### config.mk
export PLATFORM = sky130hd
export DESIGN_NAME = lcd_init_seq
export DESIGN_NICKNAME = d
export VERILOG_FILES = /design/src/rtl/lcd_init_pkg.sv /design/src/rtl/lcd_script_rom.sv /design/src/rtl/lcd_ms_timer.sv /design/src/rtl/lcd_spi9_tx.sv /design/src/rtl/lcd_init_seq.sv
export SDC_FILE = /design/constraint.sdc
export NUM_CORES = 1
export LEC_CHECK = 0
export ABC_CLOCK_PERIOD_IN_PS = 2750
export BUFFER_PORTS_ARGS = -buffer_cell sky130_fd_sc_hd__buf_2
export CAP_MARGIN = 20
export CORE_ASPECT_RATIO = 1.75
export CORE_MARGIN = 2
export CORE_UTILIZATION = 35
export DETAILED_ROUTE_END_ITERATION = 8
export MAX_ROUTING_LAYER = met4
export SLEW_MARGIN = 30
export SYNTH_ARGS = -nofsm -noshare
export SYNTH_HDL_FRONTEND = slang
export SYNTH_SLANG_ARGS = --single-unit
export TNS_END_PERCENT = 5
### constraint.sdc
create_clock -name clk -period 2.75 [get_ports clk]
set_input_delay 0.4125 -clock clk [delete_from_list [all_inputs] [get_ports clk]]
set_output_delay 0.4125 -clock clk [all_outputs]
set_load 0.05 [all_outputs]
### src/rtl/lcd_init_pkg.sv
package lcd_init_pkg;

  localparam int LINK_W     = 9;
  localparam int SCRIPT_LEN = 66;
  localparam int SCRIPT_IW  = $clog2(SCRIPT_LEN);

  // one script slot: end marker, tick wait after it, and the serial word
  typedef struct packed {
    logic              last;
    logic              hold;
    logic [LINK_W-1:0] word;
  } script_ent_t;

  typedef enum logic [3:0] {
    ST_BOOT,
    ST_RST_HOLD,
    ST_SETTLE,
    ST_LOAD,
    ST_SEND,
    ST_WAKE,
    ST_READY,
    ST_REQ_GO,
    ST_REQ_SEND
  } seq_state_t;

  localparam logic [7:0] OP_SLEEP_IN  = 8'h10;
  localparam logic [7:0] OP_DISP_OFF  = 8'h28;
  localparam logic [7:0] OP_DISP_ON   = 8'h29;

endpackage

### src/rtl/lcd_script_rom.sv
module lcd_script_rom
  import lcd_init_pkg::*;
#(
  parameter int IDX_W = SCRIPT_IW
) (
  input  logic [IDX_W-1:0] idx,
  output script_ent_t      ent
);

  localparam int POS_BASE = 29;
  localparam int NEG_BASE = 44;
  localparam int GAM_LEN  = 14;
  localparam int LAST_IDX = SCRIPT_LEN - 1;
  localparam int WAKE_IDX = 0;

  // gamma tables: neg selects the negative-polarity set
  function automatic logic [7:0] gamma_byte(input logic neg, input logic [3:0] k);
    logic [7:0] b;
    case ({neg, k})
      5'h00, 5'h10: b = 8'hD0;
      5'h01, 5'h11: b = 8'h0A;
      5'h02:        b = 8'h0E;
      5'h12:        b = 8'h0F;
      5'h03, 5'h13: b = 8'h08;
      5'h04:        b = 8'h09;
      5'h14:        b = 8'h08;
      5'h05, 5'h15: b = 8'h07;
      5'h06:        b = 8'h2D;
      5'h16:        b = 8'h2E;
      5'h07:        b = 8'h33;
      5'h17:        b = 8'h54;
      5'h08:        b = 8'h3D;
      5'h18:        b = 8'h40;
      5'h09, 5'h19: b = 8'h34;
      5'h0A:        b = 8'h0A;
      5'h1A:        b = 8'h09;
      5'h0B:        b = 8'h0A;
      5'h1B:        b = 8'h0B;
      5'h0C, 5'h1C: b = 8'h1B;
      5'h0D, 5'h1D: b = 8'h28;
      default:      b = 8'h00;
    endcase
    return b;
  endfunction

  logic             in_pos, in_neg;
  logic [IDX_W-1:0] off_pos, off_neg;
  logic [3:0]       gk;
  logic [8:0]       main_word;

  always_comb begin
    in_pos  = (int'(idx) >= POS_BASE) && (int'(idx) < POS_BASE + GAM_LEN);
    in_neg  = (int'(idx) >= NEG_BASE) && (int'(idx) < NEG_BASE + GAM_LEN);
    off_pos = idx - IDX_W'(POS_BASE);
    off_neg = idx - IDX_W'(NEG_BASE);
    gk      = in_neg ? off_neg[3:0] : off_pos[3:0];
  end

  // command words carry bit 8 = 0, parameters bit 8 = 1
  always_comb begin
    case (int'(idx))
      0:  main_word = 9'h011;
      1:  main_word = 9'h036;  2:  main_word = 9'h100;
      3:  main_word = 9'h03A;  4:  main_word = 9'h166;
      5:  main_word = 9'h0B2;  6:  main_word = 9'h10C;
      7:  main_word = 9'h10C;  8:  main_word = 9'h100;
      9:  main_word = 9'h133;  10: main_word = 9'h133;
      11: main_word = 9'h0B7;  12: main_word = 9'h135;
      13: main_word = 9'h0BB;  14: main_word = 9'h12B;
      15: main_word = 9'h0C0;  16: main_word = 9'h12C;
      17: main_word = 9'h0C2;  18: main_word = 9'h101;
      19: main_word = 9'h0C3;  20: main_word = 9'h10F;
      21: main_word = 9'h0C4;  22: main_word = 9'h120;
      23: main_word = 9'h0C6;  24: main_word = 9'h10F;
      25: main_word = 9'h0D0;  26: main_word = 9'h1A4;
      27: main_word = 9'h1A1;
      28: main_word = 9'h0E0;
      43: main_word = 9'h0E1;
      58: main_word = 9'h021;
      59: main_word = 9'h0B0;  60: main_word = 9'h111;
      61: main_word = 9'h1F0;
      62: main_word = 9'h0B1;  63: main_word = 9'h1CE;
      64: main_word = 9'h108;  65: main_word = 9'h114;
      default: main_word = 9'h000;
    endcase
  end

  always_comb begin
    ent.word = (in_pos || in_neg) ? {1'b1, gamma_byte(in_neg, gk)} : main_word;
    ent.hold = (int'(idx) == WAKE_IDX);
    ent.last = (int'(idx) == LAST_IDX);
  end

endmodule

### src/rtl/lcd_ms_timer.sv
module lcd_ms_timer #(
  parameter int CNT_W = 8
) (
  input  logic             clk,
  input  logic             rst_n,
  input  logic             start,
  input  logic [CNT_W-1:0] len,
  input  logic             tick,
  output logic             expired
);

  logic [CNT_W-1:0] rem_q, rem_d;
  logic             busy_q, busy_d;
  logic             exp_q, exp_d;

  always_comb begin
    rem_d  = rem_q;
    busy_d = busy_q;
    exp_d  = 1'b0;
    if (start) begin
      rem_d  = len;
      busy_d = 1'b1;
    end else if (busy_q && tick) begin
      if (rem_q <= CNT_W'(1)) begin
        rem_d  = '0;
        busy_d = 1'b0;
        exp_d  = 1'b1;
      end else begin
        rem_d = rem_q - CNT_W'(1);
      end
    end
  end

  always_ff @(posedge clk or negedge rst_n) begin
    if (!rst_n) begin
      rem_q  <= '0;
      busy_q <= 1'b0;
      exp_q  <= 1'b0;
    end else begin
      rem_q  <= rem_d;
      busy_q <= busy_d;
      exp_q  <= exp_d;
    end
  end

  assign expired = exp_q;

  AST_EXPIRE_ON_TICK: assert property (@(posedge clk) disable iff (!rst_n)
    exp_q |-> $past(tick));

endmodule

### src/rtl/lcd_spi9_tx.sv
module lcd_spi9_tx #(
  parameter int W   = 9,
  parameter int DIV = 4
) (
  input  logic         clk,
  input  logic         rst_n,
  input  logic         start,
  input  logic [W-1:0] word,
  output logic         busy,
  output logic         done,
  output logic         cs_n,
  output logic         sclk,
  output logic         sdat
);

  localparam int HC_W = (DIV > 1) ? $clog2(DIV) : 1;
  localparam int BC_W = $clog2(W);

  logic            cs_q, cs_d;
  logic            sclk_q, sclk_d;
  logic [W-1:0]    sh_q, sh_d;
  logic [BC_W-1:0] bit_q, bit_d;
  logic [HC_W-1:0] hc_q, hc_d;
  logic            done_q, done_d;

  always_comb begin
    cs_d   = cs_q;
    sclk_d = sclk_q;
    sh_d   = sh_q;
    bit_d  = bit_q;
    hc_d   = hc_q;
    done_d = 1'b0;
    if (cs_q) begin
      if (start) begin
        cs_d   = 1'b0;
        sclk_d = 1'b0;
        sh_d   = word;
        bit_d  = '0;
        hc_d   = HC_W'(DIV - 1);
      end
    end else if (hc_q == '0) begin
      hc_d = HC_W'(DIV - 1);
      if (!sclk_q) begin
        sclk_d = 1'b1;
      end else begin
        sclk_d = 1'b0;
        if (bit_q == BC_W'(W - 1)) begin
          cs_d   = 1'b1;
          done_d = 1'b1;
        end else begin
          bit_d = bit_q + BC_W'(1);
          sh_d  = {sh_q[W-2:0], 1'b0};
        end
      end
    end else begin
      hc_d = hc_q - HC_W'(1);
    end
  end

  always_ff @(posedge clk or negedge rst_n) begin
    if (!rst_n) begin
      cs_q   <= 1'b1;
      sclk_q <= 1'b0;
      sh_q   <= '0;
      bit_q  <= '0;
      hc_q   <= '0;
      done_q <= 1'b0;
    end else begin
      cs_q   <= cs_d;
      sclk_q <= sclk_d;
      sh_q   <= sh_d;
      bit_q  <= bit_d;
      hc_q   <= hc_d;
      done_q <= done_d;
    end
  end

  assign busy = !cs_q;
  assign done = done_q;
  assign cs_n = cs_q;
  assign sclk = sclk_q;
  assign sdat = sh_q[W-1];

  AST_SCLK_IDLE_LOW: assert property (@(posedge clk) disable iff (!rst_n)
    cs_q |-> !sclk_q);
  AST_DATA_STABLE_AT_RISE: assert property (@(posedge clk) disable iff (!rst_n)
    (!cs_q && $rose(sclk_q)) |-> $stable(sh_q[W-1]));

endmodule

### src/rtl/lcd_init_seq.sv
module lcd_init_seq
  import lcd_init_pkg::*;
#(
  parameter int RESET_MS  = 30,
  parameter int SETTLE_MS = 120,
  parameter int WAKE_MS   = 120,
  parameter int SCLK_HALF = 4
) (
  input  logic clk,
  input  logic rst_n,
  input  logic ms_tick,
  input  logic disp_on_req,
  input  logic disp_off_req,
  input  logic sleep_req,
  output logic lcd_rst,
  output logic lcd_cs_n,
  output logic lcd_sclk,
  output logic lcd_sdat,
  output logic ready
);

  localparam int MAX_MS = (RESET_MS > SETTLE_MS) ?
                          ((RESET_MS > WAKE_MS) ? RESET_MS : WAKE_MS) :
                          ((SETTLE_MS > WAKE_MS) ? SETTLE_MS : WAKE_MS);
  localparam int CNT_W  = $clog2(MAX_MS + 1);

  seq_state_t            state_q, state_d;
  logic [SCRIPT_IW-1:0]  idx_q, idx_d;
  logic [7:0]            cmd_q, cmd_d;
  logic                  rst_q, rst_d;

  script_ent_t           ent;
  logic                  tm_start, tm_exp;
  logic [CNT_W-1:0]      tm_len;
  logic                  tx_start, tx_busy, tx_done;
  logic [LINK_W-1:0]     tx_word;
  logic                  any_req;

  lcd_script_rom #(.IDX_W(SCRIPT_IW)) u_rom (
    .idx (idx_q),
    .ent (ent)
  );

  lcd_ms_timer #(.CNT_W(CNT_W)) u_timer (
    .clk     (clk),
    .rst_n   (rst_n),
    .start   (tm_start),
    .len     (tm_len),
    .tick    (ms_tick),
    .expired (tm_exp)
  );

  lcd_spi9_tx #(.W(LINK_W), .DIV(SCLK_HALF)) u_tx (
    .clk   (clk),
    .rst_n (rst_n),
    .start (tx_start),
    .word  (tx_word),
    .busy  (tx_busy),
    .done  (tx_done),
    .cs_n  (lcd_cs_n),
    .sclk  (lcd_sclk),
    .sdat  (lcd_sdat)
  );

  assign any_req = disp_on_req | disp_off_req | sleep_req;

  always_comb begin
    state_d  = state_q;
    idx_d    = idx_q;
    cmd_d    = cmd_q;
    tm_start = 1'b0;
    tm_len   = '0;
    tx_start = 1'b0;
    tx_word  = ent.word;
    case (state_q)
      ST_BOOT: begin
        tm_start = 1'b1;
        tm_len   = CNT_W'(RESET_MS);
        state_d  = ST_RST_HOLD;
      end
      ST_RST_HOLD: if (tm_exp) begin
        tm_start = 1'b1;
        tm_len   = CNT_W'(SETTLE_MS);
        state_d  = ST_SETTLE;
      end
      ST_SETTLE: if (tm_exp) state_d = ST_LOAD;
      ST_LOAD: begin
        tx_start = 1'b1;
        state_d  = ST_SEND;
      end
      ST_SEND: if (tx_done) begin
        if (ent.last) begin
          state_d = ST_READY;
        end else begin
          idx_d = idx_q + SCRIPT_IW'(1);
          if (ent.hold) begin
            tm_start = 1'b1;
            tm_len   = CNT_W'(WAKE_MS);
            state_d  = ST_WAKE;
          end else begin
            state_d = ST_LOAD;
          end
        end
      end
      ST_WAKE: if (tm_exp) state_d = ST_LOAD;
      ST_READY: if (any_req) begin
        if (sleep_req)         cmd_d = OP_SLEEP_IN;
        else if (disp_off_req) cmd_d = OP_DISP_OFF;
        else                   cmd_d = OP_DISP_ON;
        state_d = ST_REQ_GO;
      end
      ST_REQ_GO: begin
        tx_start = 1'b1;
        tx_word  = {1'b0, cmd_q};
        state_d  = ST_REQ_SEND;
      end
      ST_REQ_SEND: if (tx_done) state_d = ST_READY;
      default: state_d = ST_BOOT;
    endcase
    rst_d = (state_d == ST_BOOT) || (state_d == ST_RST_HOLD);
  end

  always_ff @(posedge clk or negedge rst_n) begin
    if (!rst_n) begin
      state_q <= ST_BOOT;
      idx_q   <= '0;
      cmd_q   <= '0;
      rst_q   <= 1'b1;
    end else begin
      state_q <= state_d;
      idx_q   <= idx_d;
      cmd_q   <= cmd_d;
      rst_q   <= rst_d;
    end
  end

  assign lcd_rst = rst_q;
  assign ready   = (state_q == ST_READY);

  AST_NO_WORD_IN_RESET: assert property (@(posedge clk) disable iff (!rst_n)
    lcd_rst |-> lcd_cs_n);
  AST_READY_LINK_IDLE: assert property (@(posedge clk) disable iff (!rst_n)
    ready |-> (lcd_cs_n && !lcd_rst));
  AST_START_ONLY_IDLE: assert property (@(posedge clk) disable iff (!rst_n)
    tx_start |-> !tx_busy);
  AST_REQ_DROPS_READY: assert property (@(posedge clk) disable iff (!rst_n)
    (ready && any_req) |=> !ready);

endmodule

[Word-level counts from Yosys, hierarchy flattened]
Memories as Yosys holds them, arrays and structs flattened.
Index checks and enable logic that the tools add are counted.
W data, S select, Z words.
Operators by class
  $add $sub $neg: 6
  mux-type cells: 56
  reduce and logical (&&, ||, !) cells: 20
  equal/unequal tests: 13
  magnitude comparators: 5
  bitwise logic cells: 3
Operator list (count)
  $mux W9: 7
  $mux W7: 7
  $mux W4: 11
  $pmux W4 S8: 1
  $mux W1: 22
  $pmux W7 S3: 1
  $eq A4 B3 Y1 const B: 4
  $lt A7 B6 Y1 const B: 2
  $eq A4 B1 Y1 const B: 2
  $eq A4 B2 Y1 const B: 2
  $eq A4 B4 Y1 const B: 2
  $logic_not A4 Y1: 2
  $reduce_bool A2 Y1: 4
  $sub A4 B4 Y4 const B: 2
  $add A7 B1 Y7 const B: 1
  $eq A7 B7 Y1 const B: 1
  $ge A7 B5 Y1 const B: 1
  $ge A7 B6 Y1 const B: 1
  $le A7 B1 Y1 const B: 1
  $logic_not A7 Y1: 1
  $sub A7 B1 Y7 const B: 1
  $mux W2: 3
  $mux W3: 2
  $mux W6: 1
  14 further kinds: 21
Word-level totals
  memories kept: 2
  output and inout bits: 5
  memory bits (read-only): 1408
  logic and storage cells: 118
  flip-flop bits (word level): 47
  input port bits: 6
Memory list
  (no name shown): words 128, width 9, read ports 1, clocked after memory_dff 0, wr ports 0, line lcd_script_rom.sv:61  | case (int'(idx))
  (no name shown): words 32, width 8, read ports 1, clocked after memory_dff 0, wr ports 0, line lcd_script_rom.sv:19  | case ({neg, k})

[Logic depth before layout (Yosys ltp)]
Gate-level depths: netlist of the first run.
An unclocked memory read counts as a cell.
  depth after elaboration: 8
  gate-level depth with buffers: 13
  gate-level depth less buffers: 11

[Cells and area by module]
From an unflattened synthesis of the first run, not the netlist that was laid out.
Second synthesis, totals
  cell total of the unflattened synthesis: 453
  area, all modules: 3943.8 um2
Modules (own cells, without submodules)
  lcd_script_rom: cells each 231, area an instance 1590.3 um2, sequential area each 0.0 um2, instances 1
  lcd_spi9_tx: cells each 72, area an instance 920.9 um2, sequential area each 451.7 um2, instances 1
  lcd_init_seq: cells each 92, area an instance 895.9 um2, sequential area each 376.6 um2, instances 1
  lcd_ms_timer: cells each 58, area an instance 536.8 um2, sequential area each 225.2 um2, instances 1

[Least setup slack after synthesis of the first run]
OpenSTA, ideal clock, no wires.
  path kind: reg2reg
  from: register idx_q[0]
  to: register u_tx.sh_q[3]
  clock period less this slack: 3.019 ns
  library setup time: 0.133 ns
  buffers on the path: 2
  slack: -0.269 ns
  stages on the path, launching flop included: 11
  data arrival time: 2.886 ns
  required time: 2.617 ns
  cells stage by stage: dfrtp_1 -> clkbuf_1 -> clkinv_1 -> ha_1 -> clkbuf_1 -> mux2i_2 -> inv_1 -> ha_1 -> or4_1 -> o211ai_1 -> a31oi_1
Between the ends
  elaborated cells on any way between the ends: 16
  classes of those cells: 2 x add/sub; 4 x order compare; 5 x mux; 3 x reduce/logical; 2 x memory
RTL lines
  from (decl): line lcd_init_seq.sv:28  | logic [SCRIPT_IW-1:0] idx_q, idx_d;
  from (signal assigned): line lcd_init_seq.sv:131  | idx_q <= idx_d;
  $sub A4 B4 Y4: line lcd_script_rom.sv:54  | off_pos = idx - IDX_W'(POS_BASE);
  via u_rom.off_pos[0]: line lcd_script_rom.sv:47  | logic [IDX_W-1:0] off_pos, off_neg;
  $mux W4: line lcd_script_rom.sv:56  | gk = in_neg ? off_neg[3:0] : off_pos[3:0];
  $mem_v2 Z32 W8
  $mux W9: line lcd_script_rom.sv:89  | ent.word = (in_pos || in_neg) ? {1'b1, gamma_byte(in_neg, gk)} : main_word;
  $mux W9: line lcd_init_seq.sv:75  | case (state_q)
  $mux W9: line lcd_spi9_tx.sv:34  | if (start) begin
  $mux W9: line lcd_spi9_tx.sv:33  | if (cs_q) begin
  to (signal assigned): line lcd_spi9_tx.sv:64  | sh_q <= '0;
  to (signal assigned): line lcd_spi9_tx.sv:71  | sh_q <= sh_d;
  to (decl): line lcd_spi9_tx.sv:21  | logic [W-1:0] sh_q, sh_d;
The timed path passes the listed nets, and every way through them passes these cells. The select of a mux whose other input is x is not followed.
A chain may end at the register's enable or synchronous reset.

[Worst setup path in the final report of the first run]
  from: register idx_q[4]
  to: register u_tx.sh_q[4]
Between the ends
  cells in the longest elaborated chain, start to end: 8
  elaborated cells on any way between the ends: 14
  classes of those cells: 4 x order compare; 5 x mux; 3 x reduce/logical; 2 x memory
RTL lines
  $ge A7 B6 Y1 / $lt A7 B6 Y1 (equally long branches): line lcd_script_rom.sv:53  | in_neg = (int'(idx) >= NEG_BASE) && (int'(idx) < NEG_BASE + GAM_LEN);
  $logic_and A1 B1 Y1: line lcd_script_rom.sv:53
  $mux W4: line lcd_script_rom.sv:56
  $mem_v2 Z32 W8
  $mux W9 (*): line lcd_script_rom.sv:89
  $mux W9 (*): line lcd_init_seq.sv:75
  $mux W9 (*): line lcd_spi9_tx.sv:34
  $mux W9 (*): line lcd_spi9_tx.sv:33
Mark *: on every way between the ends. The rest lies on a longest branch, timed or not. The select of a mux whose other input is x is not followed.

==> results of run 1 <==
==> power by group through the flow <==
stage | Sequential (W) | Clock, W | Combinational [W]
final | 0.000784 | 0.000778 | 0.000339
after global routing | 0.000799 | 0.000826 | 0.000393
after CTS | 0.000781 | 0.000791 | 0.000340
after detailed placement | 0.000793 | 0 | 0.000338
after global placement | 0.000791 | 0 | 0.000330
after floorplan | 0.000784 | 0 | 0.000254
==> cell type report <==
class                   instances  area share, %
clock buffers                   5           2.85
clock inverters                 3           1.57
inverters                      27           2.45
multi-input cells             369           58.4
flip-flops and latches         42           24.0
well taps                     130           3.70
repair buffers                 43           7.11
==> worst min-delay path by stage <==
stage,startpoint,endpoint,slack (ns),depth (start not counted)
global route,rst_n,u_timer.rem_q[0],0.15,1
global placement,u_tx.hc_q[0],u_tx.hc_q[0],0.46,1
CTS,rst_n,idx_q[3],0.31,1
detailed placement,u_tx.hc_q[0],u_tx.hc_q[0],0.48,1
floorplan,rst_n,cmd_q[0],0.12,0
finish,rst_n,u_timer.rem_q[0],0.11,1
==> through the flow <==
stage	instance area (sq um)	setup slack, ns	util, %	instances	total power [W]
floorplan	3890	0.00719	-	472	0.00104
global placement	4180	0.0920	38.8	611	0.00112
detailed placement	4180	0.0566	38.8	611	0.00113
CTS	4370	0.0448	40.6	619	0.00191
global route	4400	-0.0131	40.9	619	0.00202
finish	4400	0.159	40.9	619	0.00190
==> cells in the final DEF (no fill, tap or decap), types with 4 or more instances in the layout <==
cell,instances
a211oi_1,7
a21oi_1,33
a221o_1,4
a31oi_1,10
and3_1,6
buf_2,9
buf_4,33
clkbuf_16,5
dfrtp_1,40
ha_1,23
inv_1,23
mux2i_1,6
nand2_1,34
nand2b_1,6
nand3_1,13
nand3b_1,4
nand4_1,6
nor2_1,39
nor2b_1,9
nor3_1,17
nor4_1,6
o211ai_1,8
o21a_1,8
o21ai_0,29
o221ai_1,4
o31ai_1,5
or2_2,4
xnor2_1,5
xor2_1,5
==> registers in the layout, indices dropped and copies added (netlist names) <==
signal / cells
cmd_q: 3
idx_q: 7
lcd_rst: 1
state_q: 4
u_timer.busy_q: 1
u_timer.expired: 1
u_timer.rem_q: 7
u_tx.bit_q: 4
u_tx.cs_n: 1
u_tx.done: 1
u_tx.hc_q: 2
u_tx.sclk: 1
u_tx.sh_q: 9
==> worst register-to-register path, stage by stage (launching register included) <==
cell      delay (ns)
dfrtp_1         0.46
nand3b_1        0.27
buf_4           0.20
o22ai_4         0.19
xnor2_2         0.19
ha_2            0.29
mux2i_1         0.09
a22oi_1         0.20
nor2_1          0.07
nor4b_2         0.21
a211oi_1        0.10
o31ai_1         0.24
==> kinds of logic (layout without fill, tap and decap cells) <==
kind of cell | Yosys count | count (layout) | share of synthesized area, %
buffers and inverters | 61 | 78 | 7.43
DFF | 42 | 42 | 27.2
and+or+nand+nor | 164 | 164 | 22.1
adders and majority gates | 24 | 24 | 7.75
muxes | 10 | 10 | 3.45
xor gates and xnor gates | 11 | 11 | 2.49
AOI/OAI and AO/OA | 160 | 160 | 29.6
==> metal layers <==
layer,track usage [%],wire [um],vias to the layer above
met5,-,0,-
met4,14.3,913,0
met3,2.31,423,56
met2,37.2,6000,143
met1,20.1,4150,1793
li1,-,-,1786
==> reports/results.txt, run 1 <==
status: finished, final reports clean
PortBufs: 10
Worst EP required: 2.95 ns
worst min-delay path class: input port to async pin
gpl congestion: 0.949
leading area contributor after synthesis: dfrtp_1
die width: 83.5 um
CTS root buffer: clkbuf_16
Crit-path slowest cell: dfrtp_1
pwr/cell area: 432 nW/um^2
worst clock skew: 0.00863 ns
worst skew pair latency: 0.29 ns
gr usage total: 20.4%
Critical Path Source: idx_q[4]
Detailed Routing Iterations Pass 1: 5
# H-tree levels: 2
CTS tree: built
FMAX: 386 MHz
crit-path cells: nand3b_1, buf_4, o22ai_4, xnor2_2, ha_2, mux2i_1, a22oi_1, nor2_1, nor4b_2, a211oi_1, o31ai_1
r2r startpoint: idx_q[4]
most frequent cell after synthesis: dfrtp_1
register area: 1050 sq um
die height: 143 um
number of flops mapped to enable cells by yosys: 0
Antenna diodes: 0
clock sink total: 42
DRT Wirelength: 11.5 mm
Distinct cells, synth: 82
share of cells above drive strength 1: 16.8%
async set or reset register ratio after synthesis: 100%
Clock Path Buffers: 2
die area: 12000 sq um
total number of yosys warnings: 0
Synth top cells by count: dfrtp_1 (40), nor2_1 (39), nand2_1 (34), a21oi_1 (33), o21ai_0 (29)
Rows: 50
CP Launch Type: flop
Worst Max-Slew Pin Slew: 0.653 ns
Worst slew margin: 55.9%
core area: 10800 sq um
power share of the clock group: 40.9%
drt wl/cell: 18.6 um
Cell Int Power: 0.00136 W
area added between synthesis and finish: 13.5%
P_sw: 0.000543 W
P_leak: 1.72 nW
CP endpoint kind: flop
post_cts resized: 0
worst hold slack: 0.112 ns
reg2reg setup slack: 0.16 ns
Avg Vias per Cell: 6.10
CTS Hold Buffers Added: 0
Multi-input gate area: 2570 sq um
CP endpoint: u_tx.sh_q[4]
WP data arrival: 2.79 ns
max_cap viols: 0
slowest stage delay, CP: 0.46 ns
Comb power frac: 17.8%
post-synthesis area per instance: 8.21 sq um
Final Cycle Share: 94.2%
Mapped Nets: 502
total negative slack: 0 ns
crit-path max FO: 7
DR iter-0 viols: 420
post-CTS setup buffers: 0
Boundary Pins: 11
R2R depth: 11
maximum VDD drop: 0.338 mV
Synth Flop Type: dfrtp_1
Num CTS Buffers: 5
CP delay by family, top: compound AO/OA/AOI/OAI gates
Crit Path Class: flop to flop
total number of vias: 3778
Synth Instances: 472
initial antenna violation count: 0
Reg clk slew, reported paths: 0.07 ns
final setup vio count: 0
first-pass GRT wire length: 19.0 mm
synthesized area: 3870 sq um
Seq cells post-synth: 42
synth top area cells: dfrtp_1 (26%), ha_1 (7.7%), a21oi_1 (4.3%)
initial core utilization: 36.0%
RSZ-0062 raised after global routing: true
WP buf/inv: 1
Switching Fraction: 28.6%
total grt overflow: 0
Final min period: 2.59 ns
pin count of the biggest net entering global routing: 43
vias in the first global route: 3759
final max-slew violation count: 0
DR DRC count: 0
r2r endpoint: u_tx.sh_q[4]
Levels on crit path: 11
top cell type's share of synthesized area: 25.8%
sequential share of power: 41.2%
Fill cells: 1081
nets: 518
sequential cell area fraction in the yosys report: 27.2%
antenna-violating nets left: 0
final hold violations: 0
DP Wirelength: 8.68 mm
No activity file was read; power rests on OpenSTA's default activity.
==> run 2, diff against run 1 <==
--- a/config.mk
+++ b/config.mk
@@ -6,12 +6,14 @@
 export NUM_CORES = 1
 export LEC_CHECK = 0
 export ABC_CLOCK_PERIOD_IN_PS = 2750
-export BUFFER_PORTS_ARGS = -buffer_cell sky130_fd_sc_hd__buf_2
 export CAP_MARGIN = 20
 export CORE_ASPECT_RATIO = 1.75
 export CORE_MARGIN = 2
 export CORE_UTILIZATION = 35
+export CTS_BUF_LIST = sky130_fd_sc_hd__clkbuf_4 sky130_fd_sc_hd__clkbuf_8 sky130_fd_sc_hd__clkbuf_16
+export CTS_CLUSTER_DIAMETER = 40
 export DETAILED_ROUTE_END_ITERATION = 8
+export DONT_BUFFER_PORTS = 1
 export MAX_ROUTING_LAYER = met4
 export SLEW_MARGIN = 30
 export SYNTH_ARGS = -nofsm -noshare
==> reports/results.txt, run 2 (synthesis gave the netlist of run 1 again) <==
first-pass GRT wire length: 19.3 mm (+1.5%)
worst min-delay path class: input port to flop
most frequent cells in the layout: buf_4 (42), dfrtp_1 (40), nor2_1 (39), nand2_1 (34), a21oi_1 (33)
gr usage total: 21.0% (+0.58 points)
most common cell after layout, fill and taps aside: buf_4
final max-slew violation count: 0 (unchanged)
fin area: 4410 sq um (+0.26%)
Regs by FF count: u_tx.sh_q x9, idx_q x7, u_timer.rem_q x7
crit-path max FO: 20 (+13)
Worst slew margin: 56.6% (+0.65 points)
CTS tree: built
Placed Instance Area: 4170 sq um (-0.12%)
post-layout total power: 0.00173 W (-9.1%)
maximum VDD drop: 0.359 mV (+6.2%)
drt wl/cell: 19.2 um (+3.5%)
FMAX: 387 MHz (+0.26%)
WP data arrival: 2.75 ns (-0.04 ns)
core area: 10800 sq um (unchanged)
Switching Fraction: 30.8% (+2.2 points)
CP endpoint kind: flop
Reg clk slew, reported paths: 0.06 ns (about the same)
Cell Int Power: 0.00120 W (-12%)
gpl congestion: 0.989 (+4.2%)
total number of vias: 3800 (+0.58%)
DP Wirelength: 9.17 mm (+5.6%)
DR iter-0 viols: 365 (-13%)
die width: 83.5 um (unchanged)
Top reg by flops: u_tx.sh_q
Detailed Routing Iterations Pass 1: 5 (unchanged)
DRT Wirelength: 11.9 mm (+3.8%)
# H-tree levels: 2 (unchanged)
Boundary Pins: 11 (unchanged)
initial core utilization: 36.0% (unchanged)
max reg flops: 9 (unchanged)
Critical Path Source: idx_q[3]
Num CTS Buffers: 5 (unchanged)
worst clock skew: 0.00410 ns (-0.00454 ns)
Comb power frac: 18.3% (+0.5 points)
worst skew pair latency: 0.29 ns (about the same)
nets: 520 (+0.39%)
r2r endpoint: u_tx.sh_q[8]
CTS root buffer: clkbuf_16
max_cap viols: 0 (unchanged)
WHS Path Cells: 2
Worst EP required: 2.91 ns (-0.04 ns)
RSZ-0062 raised after global routing: true
P_leak: 1.73 nW (+0.31%)
Avg Vias per Cell: 6.12 (+0.26%)
die area: 12000 sq um (unchanged)
pin count of the biggest net entering global routing: 43 (unchanged)
initial antenna violation count: 0 (unchanged)
Clock Path Buffers: 2 (unchanged)
P_sw: 0.000532 W (-2.1%)
total grt overflow: 0 (unchanged)
Worst Max-Slew Pin Slew: 0.645 ns (-0.00821 ns)
status: finished, final reports clean
PortBufs: 0 (-10)
CP Launch Type: flop
Crit Path Class: flop to flop
R2R depth: 8 (-3)
CP endpoint: u_tx.sh_q[8]
Final min period: 2.58 ns (-0.00671 ns)
Final Cycle Share: 94.0% (-0.24 points)
area added between synthesis and finish: 13.8%
antenna-violating nets left: 0 (unchanged)
final hold violations: 0 (unchanged)
vias in the first global route: 3711 (-1.3%)
Rows: 50 (unchanged)
r2r startpoint: idx_q[3]
power share of the clock group: 35.1% (-5.8 points)
reg2reg setup slack: 0.17 ns (about the same)
final setup vio count: 0 (unchanged)
DR DRC count: 0 (unchanged)
clock sink total: 42 (unchanged)
die height: 143 um (unchanged)
sequential share of power: 46.6% (+5.4 points)
Antenna diodes: 0 (unchanged)
share of cells above drive strength 1: 16.9% (+0.14 points)
pwr/cell area: 392 nW/um^2 (-9.3%)
run 2: changes by cell type in the layout (fill, tap and decap cells not counted), sizes merged:
cell         before  now
clkbuf            5    6
bufinv            2    0
buf              43   44
clkinvlp          0    1
dlygate4sd3       0    1
run 2: worst min-delay path by stage:
stage                   start          endpoint
floorplan               rst_n          cmd_q[0]
global route        sleep_req          cmd_q[4]
global placement        rst_n  u_timer.rem_q[2]
finish              sleep_req          cmd_q[4]
CTS                 sleep_req          cmd_q[4]
detailed placement      rst_n  u_timer.rem_q[3]
run 2: worst max-delay path, stage by stage (launching register included):
cell and delay, ns:
dfrtp_1 0.42, buf_4 0.29, inv_1 0.11, buf_4 0.20
o21ai_0 0.30, nand3_1 0.33, a221oi_1 0.44, a211o_1 0.27
a31oi_1 0.10
run 2: power groups by stage:
stage | combinational [W] | clock, W | sequential, W
after detailed placement | 0.000299 | 0 | 0.000814
final | 0.000317 | 0.000607 | 0.000804
after CTS | 0.000320 | 0.000630 | 0.000803
after global routing | 0.000367 | 0.000646 | 0.000816
after global placement | 0.000291 | 0 | 0.000812
after floorplan | 0.000254 | 0 | 0.000784
run 2: area by class of cell:
type | instances | area, sq um
fillers | 1101 | 6350
multi-input cells | 369 | 2570
clock buffers | 6 | 139
inverters | 27 | 108
flip-flops and latches | 42 | 1050
repair buffers | 45 | 364
well taps | 130 | 163
clock inverters | 2 | 12.5
run 2: repair_timing:
| item | CTS | global route |
|---|---|---|
| setup endpoints to repair | 0 | 7 |
| hold endpoints to repair | 42 | 0 |
| hold buffers | 2 | 0 |
| gates resized for setup | 0 | 6 |
| setup buffers | 0 | 3 |
run 2: stage by stage:
step | setup TNS (ns) | cells | setup slack (ns) | utilization (%) | hold WS [ns]
floorplan | 0 | 472 | 0.00719 | - | 0.117
global placement | 0 | 608 | 0.0671 | 38.8 | 0.118
detailed placement | 0 | 608 | 0.0774 | 38.8 | 0.118
CTS | 0 | 618 | 0.0236 | 40.5 | 0.260
global route | -0.0415 | 621 | -0.0227 | 41.0 | 0.298
finish | 0 | 621 | 0.166 | 41.0 | 0.261
run 2: layer usage:
| layer | GRT usage (%) | routed length [um] | part of all wire (%) |
|---|---|---|---|
| met5 | - | 0 | 0 |
| met4 | 15.7 | 848 | 7.1 |
| met3 | 2.43 | 389 | 3.3 |
| met2 | 37.6 | 6390 | 54 |
| met1 | 20.7 | 4300 | 36 |
